[config.mk]
export PLATFORM = sky130hd
export DESIGN_NAME = rtc_alarm_unit
export DESIGN_NICKNAME = d
export VERILOG_FILES = /design/src/rtl/rtc_alarm_pkg.sv /design/src/rtl/rtc_alarm_regs.sv /design/src/rtl/rtc_alarm_rate.sv /design/src/rtl/rtc_alarm_match.sv /design/src/rtl/rtc_alarm_unit.sv
export SDC_FILE = /design/constraint.sdc
export NUM_CORES = 1
export LEC_CHECK = 0
export BUFFER_PORTS_ARGS = -buffer_cell sky130_fd_sc_hd__buf_2
export CAP_MARGIN = 15
export CORE_ASPECT_RATIO = 0.7
export CORE_MARGIN = 1
export CORE_UTILIZATION = 32
export DETAILED_ROUTE_END_ITERATION = 8
export GPL_ROUTABILITY_DRIVEN = 0
export RECOVER_POWER = 100
export SETUP_SLACK_MARGIN = 0.1
export SLEW_MARGIN = 20
export SYNTH_ARGS = -nofsm -noshare
export SYNTH_HDL_FRONTEND = slang
export SYNTH_SLANG_ARGS = --single-unit
[constraint.sdc]
create_clock -name clk -period 2.1 [get_ports clk]
set_clock_uncertainty 0.1 [all_clocks]
set_input_delay 0.105 -clock clk [delete_from_list [all_inputs] [get_ports clk]]
set_output_delay 0.105 -clock clk [all_outputs]
set_load 0.01 [all_outputs]
[src/rtl/rtc_alarm_pkg.sv]
`timescale 1ns/1ps
package rtc_alarm_pkg;
    localparam int DATA_W     = 8;
    localparam int NUM_FIELDS = 4;
    localparam int SEL_W      = $clog2(NUM_FIELDS);
    localparam int MASK_BIT   = DATA_W - 1;

    localparam logic [SEL_W-1:0] SEL_SEC  = SEL_W'(0);
    localparam logic [SEL_W-1:0] SEL_MIN  = SEL_W'(1);
    localparam logic [SEL_W-1:0] SEL_HOUR = SEL_W'(2);
    localparam logic [SEL_W-1:0] SEL_DATE = SEL_W'(3);

    typedef enum logic [2:0] {
        RATE_MONTHLY,
        RATE_DAILY,
        RATE_HOURLY,
        RATE_MINUTE,
        RATE_EVERY_SEC
    } rate_e;

    typedef enum logic [1:0] {
        ST_DISARMED,
        ST_WATCH,
        ST_FIRE
    } fsm_e;

    // BCD value check: units digit legal, tens below top, or equal to top with bounded units
    function automatic logic bcd_within(input logic [DATA_W-1:0] v,
                                        input logic [3:0] tens_top,
                                        input logic [3:0] units_at_top);
        logic [3:0] tens;
        logic [3:0] units;
        tens  = v[7:4];
        units = v[3:0];
        return (units <= 4'd9) &&
               ((tens < tens_top) || ((tens == tens_top) && (units <= units_at_top)));
    endfunction

    function automatic logic [DATA_W-1:0] field_cmp_mask(input logic [SEL_W-1:0] sel);
        logic [DATA_W-1:0] m;
        unique case (sel)
            SEL_SEC, SEL_MIN: m = 8'h7F;
            default:          m = 8'h3F;
        endcase
        return m;
    endfunction

    function automatic logic field_ok(input logic [SEL_W-1:0] sel,
                                      input logic [DATA_W-1:0] v);
        logic ok;
        unique case (sel)
            SEL_SEC, SEL_MIN: ok = bcd_within(v & 8'h7F, 4'd5, 4'd9);
            SEL_HOUR:         ok = bcd_within(v & 8'h3F, 4'd2, 4'd3);
            default:          ok = (v[4:0] != 5'd0);
        endcase
        return ok;
    endfunction
endpackage

[src/rtl/rtc_alarm_regs.sv]
`timescale 1ns/1ps
module rtc_alarm_regs
    import rtc_alarm_pkg::*;
(
    input  logic                                  clk,
    input  logic                                  rst_n,
    input  logic                                  wr_en,
    input  logic [SEL_W-1:0]                      wr_sel,
    input  logic [DATA_W-1:0]                     wr_data,
    output logic [NUM_FIELDS-1:0][DATA_W-1:0]     fields,
    output logic                                  armed
);
    logic [NUM_FIELDS-1:0] take;

    for (genvar g = 0; g < NUM_FIELDS; g++) begin : g_field
        localparam logic [SEL_W-1:0] MY_SEL = SEL_W'(g);

        always_comb begin
            take[g] = wr_en && (wr_sel == MY_SEL) && field_ok(MY_SEL, wr_data);
        end

        always_ff @(posedge clk or negedge rst_n) begin
            if (!rst_n) begin
                fields[g] <= '0;
            end else if (take[g]) begin
                fields[g] <= wr_data;
            end
        end

        assert_field_legal_R2: assert property (@(posedge clk) disable iff (!rst_n)
            (g != int'(SEL_DATE)) |-> field_ok(MY_SEL, fields[g]));
    end

    always_ff @(posedge clk or negedge rst_n) begin
        if (!rst_n) begin
            armed <= 1'b0;
        end else if (take[SEL_DATE]) begin
            armed <= 1'b1;
        end
    end

    assert_hour_range_R3: assert property (@(posedge clk) disable iff (!rst_n)
        fields[SEL_HOUR][3:0] <= 4'd9 && fields[SEL_HOUR][5:0] <= 6'h23);

    assert_date_nonzero_R4: assert property (@(posedge clk) disable iff (!rst_n)
        armed |-> (fields[SEL_DATE][4:0] != 5'd0));
endmodule

[src/rtl/rtc_alarm_rate.sv]
`timescale 1ns/1ps
module rtc_alarm_rate
    import rtc_alarm_pkg::*;
(
    input  logic [NUM_FIELDS-1:0] masks,
    output rate_e                 rate,
    output logic [NUM_FIELDS-1:0] field_en
);
    logic [3:0] ladder;

    always_comb begin
        ladder = {masks[SEL_DATE], masks[SEL_HOUR], masks[SEL_MIN], masks[SEL_SEC]};
        case (ladder)
            4'b0000: rate = RATE_MONTHLY;
            4'b1000: rate = RATE_DAILY;
            4'b1100: rate = RATE_HOURLY;
            4'b1110: rate = RATE_MINUTE;
            default: rate = RATE_EVERY_SEC;
        endcase
    end

    always_comb begin
        field_en = '0;
        unique case (rate)
            RATE_MONTHLY: begin
                field_en[SEL_SEC]  = 1'b1;
                field_en[SEL_MIN]  = 1'b1;
                field_en[SEL_HOUR] = 1'b1;
                field_en[SEL_DATE] = 1'b1;
            end
            RATE_DAILY: begin
                field_en[SEL_SEC]  = 1'b1;
                field_en[SEL_MIN]  = 1'b1;
                field_en[SEL_HOUR] = 1'b1;
            end
            RATE_HOURLY: begin
                field_en[SEL_SEC]  = 1'b1;
                field_en[SEL_MIN]  = 1'b1;
            end
            RATE_MINUTE: begin
                field_en[SEL_SEC]  = 1'b1;
            end
            default: field_en = '0;
        endcase
    end
endmodule

[src/rtl/rtc_alarm_match.sv]
`timescale 1ns/1ps
module rtc_alarm_match
    import rtc_alarm_pkg::*;
(
    input  logic [NUM_FIELDS-1:0][DATA_W-1:0] alarm_v,
    input  logic [NUM_FIELDS-1:0][DATA_W-1:0] now_v,
    input  logic [NUM_FIELDS-1:0]             field_en,
    output logic                              hit
);
    logic [NUM_FIELDS-1:0] agree;

    for (genvar g = 0; g < NUM_FIELDS; g++) begin : g_cmp
        localparam logic [DATA_W-1:0] CMASK = field_cmp_mask(SEL_W'(g));
        always_comb begin
            agree[g] = !field_en[g] || ((alarm_v[g] & CMASK) == (now_v[g] & CMASK));
        end
    end

    always_comb begin
        hit = &agree;
    end
endmodule

[src/rtl/rtc_alarm_unit.sv]
`timescale 1ns/1ps
module rtc_alarm_unit
    import rtc_alarm_pkg::*;
(
    input  logic        clk,
    input  logic        rst_n,
    input  logic        wr_en,
    input  logic [1:0]  wr_sel,
    input  logic [7:0]  wr_data,
    input  logic        tick,
    input  logic [7:0]  now_sec,
    input  logic [7:0]  now_min,
    input  logic [7:0]  now_hour,
    input  logic [7:0]  now_date,
    output logic        alarm_irq
);
    logic [NUM_FIELDS-1:0][DATA_W-1:0] fields;
    logic [NUM_FIELDS-1:0][DATA_W-1:0] now_v;
    logic [NUM_FIELDS-1:0]             masks;
    logic [NUM_FIELDS-1:0]             field_en;
    logic                              armed;
    logic                              hit;
    rate_e                             rate;
    fsm_e                              state_q;
    fsm_e                              state_d;

    rtc_alarm_regs u_regs (
        .clk     (clk),
        .rst_n   (rst_n),
        .wr_en   (wr_en),
        .wr_sel  (wr_sel),
        .wr_data (wr_data),
        .fields  (fields),
        .armed   (armed)
    );

    for (genvar g = 0; g < NUM_FIELDS; g++) begin : g_mask
        always_comb masks[g] = fields[g][MASK_BIT];
    end

    always_comb begin
        now_v[SEL_SEC]  = now_sec;
        now_v[SEL_MIN]  = now_min;
        now_v[SEL_HOUR] = now_hour;
        now_v[SEL_DATE] = now_date;
    end

    rtc_alarm_rate u_rate (
        .masks    (masks),
        .rate     (rate),
        .field_en (field_en)
    );

    rtc_alarm_match u_match (
        .alarm_v  (fields),
        .now_v    (now_v),
        .field_en (field_en),
        .hit      (hit)
    );

    always_comb begin
        state_d = state_q;
        unique case (state_q)
            ST_DISARMED: begin
                if (armed && tick && hit) state_d = ST_FIRE;
                else if (armed)           state_d = ST_WATCH;
            end
            ST_WATCH: begin
                if (tick && hit) state_d = ST_FIRE;
            end
            ST_FIRE: begin
                state_d = ST_WATCH;
            end
            default: state_d = ST_DISARMED;
        endcase
    end

    always_ff @(posedge clk or negedge rst_n) begin
        if (!rst_n) state_q <= ST_DISARMED;
        else        state_q <= state_d;
    end

    always_comb begin
        alarm_irq = (state_q == ST_FIRE);
    end

    assert_single_pulse_R10: assert property (@(posedge clk) disable iff (!rst_n)
        alarm_irq |=> !alarm_irq);

    assert_pulse_needs_tick_R10: assert property (@(posedge clk) disable iff (!rst_n)
        $rose(alarm_irq) |-> $past(tick));

    assert_quiet_until_date_R1: assert property (@(posedge clk) disable iff (!rst_n)
        !armed |=> !alarm_irq);

    assert_every_second_R9: assert property (@(posedge clk) disable iff (!rst_n)
        (armed && tick && rate == RATE_EVERY_SEC && !alarm_irq) |=> alarm_irq);
endmodule

==> impl_results.rst <==
.. list-table::
   :header-rows: 1

   * - Metric
     - Value
   * - X dimension of the die
     - 87.2 um
   * - Sequential standard cell area
     - 826 sq um
   * - Drt via density
     - 4.65
   * - PwrDens
     - 882 nW/um^2
   * - Net switching power
     - 0.489 mW
   * - Number of rows in the core area
     - 21
   * - Post-Place Setup Slack
     - 0.487 ns
   * - Worst Hold Launch
     - wr_data[6]
   * - Clock tree root buffer cell
     - sky130_fd_sc_hd__clkbuf_8
   * - Arrival time at the worst endpoint
     - 1.70 ns
   * - Total routed wirelength
     - 3.59 mm
   * - Vias in the first global route
     - 1221
   * - Initial DRC Count
     - 55
   * - Core region area
     - 4830 sq um
   * - Global-route wire length before repair
     - 5.76 mm
   * - Endpoint of the worst hold path
     - u_regs.fields[14]
   * - Count of final hold-check violations
     - 0
   * - Post-layout nets
     - 219
   * - Clk buf depth
     - 2
   * - Die Ht
     - 61.7 um
   * - Count of different cell masters after synthesis
     - 31
   * - Tmin final
     - 1.64 ns
   * - Remaining design rule violation count
     - 0
   * - Sequential share of the synthesized area
     - 0.508
   * - Global-route track usage on met3
     - 0.0536
   * - Worst rel slew slack
     - 0.453
   * - Highest clock rate
     - 0.610 GHz
   * - Most frequent standard cell in the layout excluding fill and tap cells
     - sky130_fd_sc_hd__buf_2
   * - WP data required
     - 2.16 ns
   * - Initial standard-cell utilization of the core
     - 0.336
   * - Internal power of the cells
     - 1.27 mW
   * - Number of setup violations in the final report
     - 0
   * - GR met1 Demand/Resource
     - 0.192
   * - Commonest cells after routing, fill and taps aside
     - 36 x sky130_fd_sc_hd__buf_2, 33 x sky130_fd_sc_hd__dfrtp_1, 28 x sky130_fd_sc_hd__mux2_2
   * - Hold path cells
     - 2
   * - Netlist area before placement
     - 1630 sq um
   * - Number of gates resized after CTS
     - 0
   * - Number of port buffers
     - 40
   * - Die Area
     - 5380 sq um
   * - Min-Delay Path Class
     - primary input to flip-flop
   * - Routed wire length per instance
     - 14.8 um
   * - Number of iterations in the first detailed-routing pass
     - 4
   * - Net switching share of the total power
     - 0.278
   * - Layout cells sized above 1
     - 0.437
   * - Sort of element at the end of the critical path
     - flip-flop
   * - Worst-path maximum fanout
     - 8
   * - Boundary Pins
     - 47
   * - RSZ-0062 raised after global routing
     - no
   * - # fillers
     - 501
   * - Clock-pin transition on the worst setup and hold timing paths
     - 0.06 ns
   * - GRT Total Usage
     - 0.150
   * - Register bit total from synthesis
     - 33
   * - Number of clock sinks seen by CTS
     - 33
   * - Largest net degree at the start of global routing
     - 34
   * - Startpoint of the worst-slack reg-to-reg timing path
     - u_regs.fields[19]
   * - Yosys warning total
     - 0
   * - Multi-input logic area
     - 771 sq um
   * - TritonCTS clock tree
     - built
   * - Relative contribution of combinational cells to total power
     - 0.236
   * - Leakage power
     - 0.846 nW
   * - Period utilization
     - 0.780
   * - Max Slew Vio Count
     - 0
   * - Met2 Track Usage GR
     - 0.247
   * - VDD IR max
     - 0.321 mV
   * - Result of the run
     - finished, final reports clean
   * - Initial antenna violation count
     - 0
   * - Classification of the worst setup path
     - primary input to flip-flop
   * - Most Crowded Layer GR
     - met2
   * - Reg-to-Reg End
     - state_q[1]
   * - Insertion delay to the later sink of the worst-skew pair
     - 0.28 ns
   * - Final Core Density
     - 0.412
   * - Final worst hold slack
     - 0.00581 ns
   * - Detail Placement HPWL
     - 2.78 mm
   * - Mapped Nets
     - 170
   * - Final antenna diode count
     - 0
   * - Share of total power in the clock network
     - 0.260
   * - Number of maximum-capacitance violations
     - 0
   * - Synthesized netlist cell count
     - 124
   * - Path depth of the worst reg2reg path
     - 5
   * - Average cell area after synthesis
     - 13.1 sq um
   * - Setup TNS after final layout
     - 0 ns
   * - Synth-to-Final Area Change
     - 22.5%
   * - Internal reg-to-reg setup slack
     - 0.68 ns
   * - Power share of the sequential group
     - 0.504
   * - Antenna viol nets, final
     - 0
   * - Final WS setup
     - 0.461 ns
   * - Count of H-tree levels built during CTS
     - 2
   * - Inserted Clock Buffers
     - 5
   * - Setup crit start kind
     - primary input
   * - Worst slew pin tran
     - 0.821 ns
   * - Number of vias after detailed routing
     - 1130
   * - Total global routing overflow
     - 0
-- area by class of cell --
type                       instances  area share
multi-input combinational         88       0.387
clock buffer                       6      0.0364
sequential                        33       0.414
tap                               69      0.0433
inverter                           3     0.00565
timing repair buffer              42       0.109
clock inverter                     2     0.00502
-- state kept, by name, indices dropped and copies added (netlist names) --
name and count:
state_q 2, u_regs.armed 1, u_regs.fields 30
-- worst max path at each step --
stage	startpoint	to
global route	wr_data[1]	u_regs.fields[13]
global placement	wr_data[1]	u_regs.fields[5]
floorplan	wr_data[1]	u_regs.fields[0]
detailed placement	wr_data[1]	u_regs.fields[0]
finish	wr_data[1]	u_regs.fields[11]
CTS	u_regs.fields[16]	state_q[1]
-- cells in the mapped netlist --
library cell | number | area (sq um)
sky130_fd_sc_hd__a211oi_1 | 1 | 7.51
sky130_fd_sc_hd__a211oi_2 | 1 | 12.5
sky130_fd_sc_hd__a21o_2 | 1 | 8.76
sky130_fd_sc_hd__a21oi_1 | 1 | 5.00
sky130_fd_sc_hd__and4_1 | 1 | 8.76
sky130_fd_sc_hd__dfrtp_1 | 33 | 826
sky130_fd_sc_hd__inv_1 | 3 | 11.3
sky130_fd_sc_hd__mux2_2 | 28 | 315
sky130_fd_sc_hd__nand2_1 | 2 | 7.51
sky130_fd_sc_hd__nand3_1 | 2 | 10.0
sky130_fd_sc_hd__nand3_2 | 1 | 10.0
sky130_fd_sc_hd__nand3b_2 | 1 | 11.3
sky130_fd_sc_hd__nand4_1 | 5 | 31.3
sky130_fd_sc_hd__nand4bb_2 | 1 | 16.3
sky130_fd_sc_hd__nor2_1 | 1 | 3.75
sky130_fd_sc_hd__nor2_2 | 1 | 6.26
sky130_fd_sc_hd__nor2b_1 | 2 | 12.5
sky130_fd_sc_hd__nor3_1 | 1 | 5.00
sky130_fd_sc_hd__nor3_2 | 1 | 10.0
sky130_fd_sc_hd__o211ai_1 | 1 | 7.51
sky130_fd_sc_hd__o21a_1 | 1 | 7.51
sky130_fd_sc_hd__o21ai_0 | 1 | 5.00
sky130_fd_sc_hd__o21bai_1 | 2 | 15.0
sky130_fd_sc_hd__o221ai_1 | 1 | 8.76
sky130_fd_sc_hd__o22a_2 | 1 | 10.0
sky130_fd_sc_hd__o22ai_1 | 1 | 6.26
sky130_fd_sc_hd__o31ai_1 | 1 | 7.51
sky130_fd_sc_hd__or2_2 | 1 | 6.26
sky130_fd_sc_hd__or3_1 | 1 | 6.26
sky130_fd_sc_hd__xnor2_1 | 24 | 210
sky130_fd_sc_hd__xor2_1 | 2 | 17.5
-- power groups by stage --
stage | logic [mW] | clock network, mW | registers [mW]
global placement | 0.403 | 0 | 0.888
global route | 0.460 | 0.504 | 0.905
detailed placement | 0.423 | 0 | 0.900
floorplan | 0.304 | 0 | 0.874
CTS | 0.428 | 0.475 | 0.886
finish | 0.415 | 0.456 | 0.886
-- through the flow --
stage | power (mW) | instances | cell area [sq um]
final | 1.76 | 243 | 1990
after global routing | 1.87 | 243 | 1990
after CTS | 1.79 | 243 | 2020
after detailed placement | 1.32 | 233 | 1910
after global placement | 1.29 | 233 | 1910
after floorplan | 1.18 | 124 | 1630
-- critical path, stage by stage --
cell,delay (ns)
sky130_fd_sc_hd__clkbuf_1,0.18
sky130_fd_sc_hd__o21a_1,0.24
sky130_fd_sc_hd__a211oi_1,0.36
sky130_fd_sc_hd__nand3_1,0.41
sky130_fd_sc_hd__mux2_2,0.40
-- layer usage --
| metal | vias to the layer above | part of all wire |
|---|---|---|
| met5 | - | 0 |
| met4 | 0 | 0.0028 |
| met3 | 2 | 0.060 |
| met2 | 31 | 0.46 |
| met1 | 556 | 0.48 |
| li1 | 541 | - |
-- what timing repair did --
item / 4_1_cts / 5_1_grt
setup endpoints to repair: 0 / 0
hold buffers: 2 / 0
hold endpoints to repair: 34 / 0
buffers inserted: 0 / 0
-- logic make-up after synthesis --
family,Yosys count,share of synthesized area
muxes,28,0.194
and+or+nand+nor,21,0.0892
xor gates and xnor gates,26,0.140
DFF,33,0.508
buffers and inverters,3,0.00692
AOI/OAI and AO/OA,13,0.0623
Power figures use the tool's default switching activity.
